### src/rtl/pll_cfg_regs.sv
module pll_cfg_regs (
  input  logic        clk,
  input  logic        rst_n,
  input  logic        wr_en,
  input  logic [15:0] wdata,
  input  logic        wp_open,
  input  logic        clk_lock,
  output logic [15:0] rdata,
  output logic [3:0]  mult_ratio,
  output logic [1:0]  div_ratio,
  output logic        pll_on,
  output logic        cfg_err
);

  localparam logic [2:0] CODE_X6    = 3'b011;
  localparam logic [2:0] CODE_X8    = 3'b100;
  localparam logic [2:0] CODE_RESET = 3'b010;

  logic [2:0] mult_code;
  logic       mult_set;
  logic       div_sel;
  logic       en_q;

  wire        wr_ok    = wr_en && wp_open && !clk_lock;
  wire        cfg_ok   = wr_ok && !en_q;
  wire        mult_try = cfg_ok && !mult_set;
  wire [2:0]  new_code = wdata[2:0];
  wire        legal    = (new_code == CODE_X6) || (new_code == CODE_X8);

  always_ff @(posedge clk or negedge rst_n) begin
    if (!rst_n) begin
      mult_code <= CODE_RESET;
      mult_set  <= 1'b0;
      div_sel   <= 1'b0;
      en_q      <= 1'b0;
      cfg_err   <= 1'b0;
    end else begin
      cfg_err <= mult_try && !legal;
      if (mult_try && legal) begin
        mult_code <= new_code;
        mult_set  <= 1'b1;
      end
      if (cfg_ok) div_sel <= wdata[10];
      if (wr_ok)  en_q    <= wdata[7];
    end
  end

  assign rdata      = {5'b00000, div_sel, 2'b00, en_q, 3'b001, 1'b0, mult_code};
  assign mult_ratio = (mult_code == CODE_X6) ? 4'd6 :
                      (mult_code == CODE_X8) ? 4'd8 : 4'd0;
  assign div_ratio  = div_sel ? 2'd3 : 2'd2;
  assign pll_on     = en_q;

endmodule

### config.mk
export PLATFORM = sky130hd
export DESIGN_NAME = pll_cfg_regs
export DESIGN_NICKNAME = d
export VERILOG_FILES = /design/src/rtl/pll_cfg_regs.sv
export SDC_FILE = /design/constraint.sdc
export NUM_CORES = 1
export LEC_CHECK = 0
export ABC_CLOCK_PERIOD_IN_PS = 2150
export BUFFER_PORTS_ARGS = -buffer_cell sky130_fd_sc_hd__buf_4
export CORE_AREA = 2 2 39 41
export DETAILED_ROUTE_END_ITERATION = 10
export DIE_AREA = 0 0 41 43
export GPL_TIMING_DRIVEN = 0
export MAX_ROUTING_LAYER = met4
export PLACE_DENSITY = 0.79
export SKIP_CTS_REPAIR_TIMING = 1
export SLEW_MARGIN = 10
export SYNTH_ARGS = -nofsm -noshare
export SYNTH_HDL_FRONTEND = slang
export SYNTH_SLANG_ARGS = --single-unit
### constraint.sdc
create_clock -name clk -period 2.15 [get_ports clk]
set_input_delay 0.1075 -clock clk [delete_from_list [all_inputs] [get_ports clk]]
set_output_delay 0.1075 -clock clk [all_outputs]
set_load 0.005 [all_outputs]
==> metrics <==
most common cell after layout, fill and taps aside buf_4; maxcap violations 0; outcome completed; post-synthesis sequential area ratio 0.370; Top Usage Layer GRT met2; signal arrival time at the worst endpoint 1.19 ns; post-synthesis adder-cell area fraction 0; Pwr Density 546 nW/µm²; Die Height 43 µm; DRC 0; WP data required 2.04 ns; Hold Path Depth 3; commonest non-fill, non-tap cells in the layout 37 x buf_4, 13 x conb_1, 7 x nand2_1; nets@finish 111; WL final 901 µm; Yosys Warn Count 0; Non-Filler Instances 105; reg2reg start pll_on; CTS tree yes; Hold Crit Class in -> reg; CP Launch Type flop; met1 Use GR 0.106; P_leak 0.411 nW; Root Buffer clkbuf_4; total gr overflow 0; Setup-failing EPs final 0; die area 1760 µm²; GPL Wtd Cong 0.754; Yosys reg bits 7; vias per std cell 3.91; CP max FO 5; largest family of logic cells by synthesized area buffers and inverters; Area growth, synth to finish 52.0%; met3 usage 0.0471; fin util 0.524; Clk pin slew, worst setup/hold paths 0.05 ns; Max clock buf depth 2; total power 396 µW; Post-DP HPWL 756 µm; Hold Violations, Final 0; Final Critical Period 1.30 ns; final worst setup slack 0.851 ns; Tcrit/Tclk final 0.604; post-synth cell types 20; clk sinks 7; die width 41 µm; H-tree Lvls 1; Synth Area in Compound Gates 0.0761; M2 GR Usage 0.203; Critical R2R Capture mult_code[2]; crit end category output pin; DRT antenna net count 0; initial antenna violation count 0; Placed Area 688 µm²; Critical-path top delay cell dfstp_2; Worst path max stage delay 0.56 ns; simple-gate share of the synthesized area 0.247; peak supply drop 0.397 mV; largest net degree at the start of global routing 8; Initial Util 0.344; Design Area, Final 724 µm²; Reg2Reg Setup Slack 0.96 ns; vias in the first global route 339; Worst Reg-to-Reg Cells 3; io pins 45; Final Max Slew Viols 0; core area 1380 µm²; Clock Skews 0.000470 ns; DRT iter0 DRCs 5; drt wl/cell 8.58 µm; Via Count 411; setup TNS 0 ns; ANT cells 0; # fillers 130; Port Buffers 20; # rows 14; RSZ-0062 raised after global routing false; critical-path cell list nand2_1 -> nor2_1 -> buf_4 -> buf_4; Detailed Routing Iterations Pass 1 4; GRT Overall Usage 0.119; mux cell area share after synthesis 0.0236; Hold Startpoint wdata[10]; clk_lat worst skew 0.25 ns; pre-CTS setup slack 0.963 ns; synthesized area per cell 8.99 µm²; fmax 770 MHz; TritonCTS buffer count 3; critical path class reg -> out; placed cell count 100; hold slack 0.0535 ns; end point of the worst hold path div_sel; first-pass GRT wire length 1340 µm; most frequent CP cell buf_4; fraction of layout cells with a size suffix above 1 0.461; Mapped Cells 53; Post-Syn Area 477 µm²; XOR/XNOR Fraction of Synth Area 0
[Yosys cell counts, drive strengths merged]
master / count / area share
or3b: 1 / 0.018
buf: 17 / 0.27
and4bb: 1 / 0.026
a21o: 1 / 0.016
o21ai: 2 / 0.021
conb: 2 / 0.016
dfstp: 1 / 0.055
nor2: 4 / 0.031
nor3b: 1 / 0.016
nand4b: 1 / 0.018
nand3: 2 / 0.021
a22o: 1 / 0.018
nor2b: 1 / 0.013
nor3: 1 / 0.010
nand2b: 1 / 0.013
o211a: 1 / 0.021
nand2: 7 / 0.055
dfrtp: 6 / 0.31
nand4bb: 1 / 0.024
mux2: 1 / 0.024
[critical path, delay by kind of cell (launching register included)]
family        cells  cell delay (ns)
flops             1             0.56
simple gates      2             0.18
buf+inv           2             0.21
[worst max-delay path by stage]
| stage | start | to |
|---|---|---|
| floorplan | pll_on | mult_code[2] |
| global placement | pll_on | mult_code[2] |
| detailed placement | pll_on | mult_code[2] |
| CTS | mult_code[1] | mult_ratio[2] |
| global route | mult_code[1] | mult_ratio[2] |
| finish | mult_code[1] | mult_ratio[2] |
[state kept, by name, summed over array words and instances, names as in the netlist]
name       cells
mult_code      3
cfg_err        1
div_sel        1
pll_on         1
mult_set       1
[report_power, final]
| group | total (mW) | internal, mW | switching [mW] |
|---|---|---|---|
| clock | 0.117 | 0.0707 | 0.0465 |
| combinational | 0.118 | 0.0787 | 0.0392 |
| sequential | 0.161 | 0.148 | 0.0131 |
[layer usage]
metal  wire, µm  part of all wire  vias up
met4         13             0.014        0
li1           -                 -      218
met3         96              0.11        2
met1        331              0.37      171
met2        459              0.51       20
met5          0                 0        -
[kinds of logic after synthesis]
| kind of cell | after synthesis |
|---|---|
| other | 2 |
| muxes | 1 |
| buffers and inverters | 17 |
| AOI/OAI and AO/OA | 5 |
| and+or+nand+nor | 21 |
| DFF | 7 |
[final cells by class]
cell class	instances	area, µm²	share of cell area
plain buffers	17	128	0.176
clock buffers	4	26.3	0.0363
multi-input cells	40	214	0.295
flip-flops and latches	7	176	0.244
well taps	16	20.0	0.0276
repair buffers	21	160	0.221
Power figures use the tool's default switching activity.
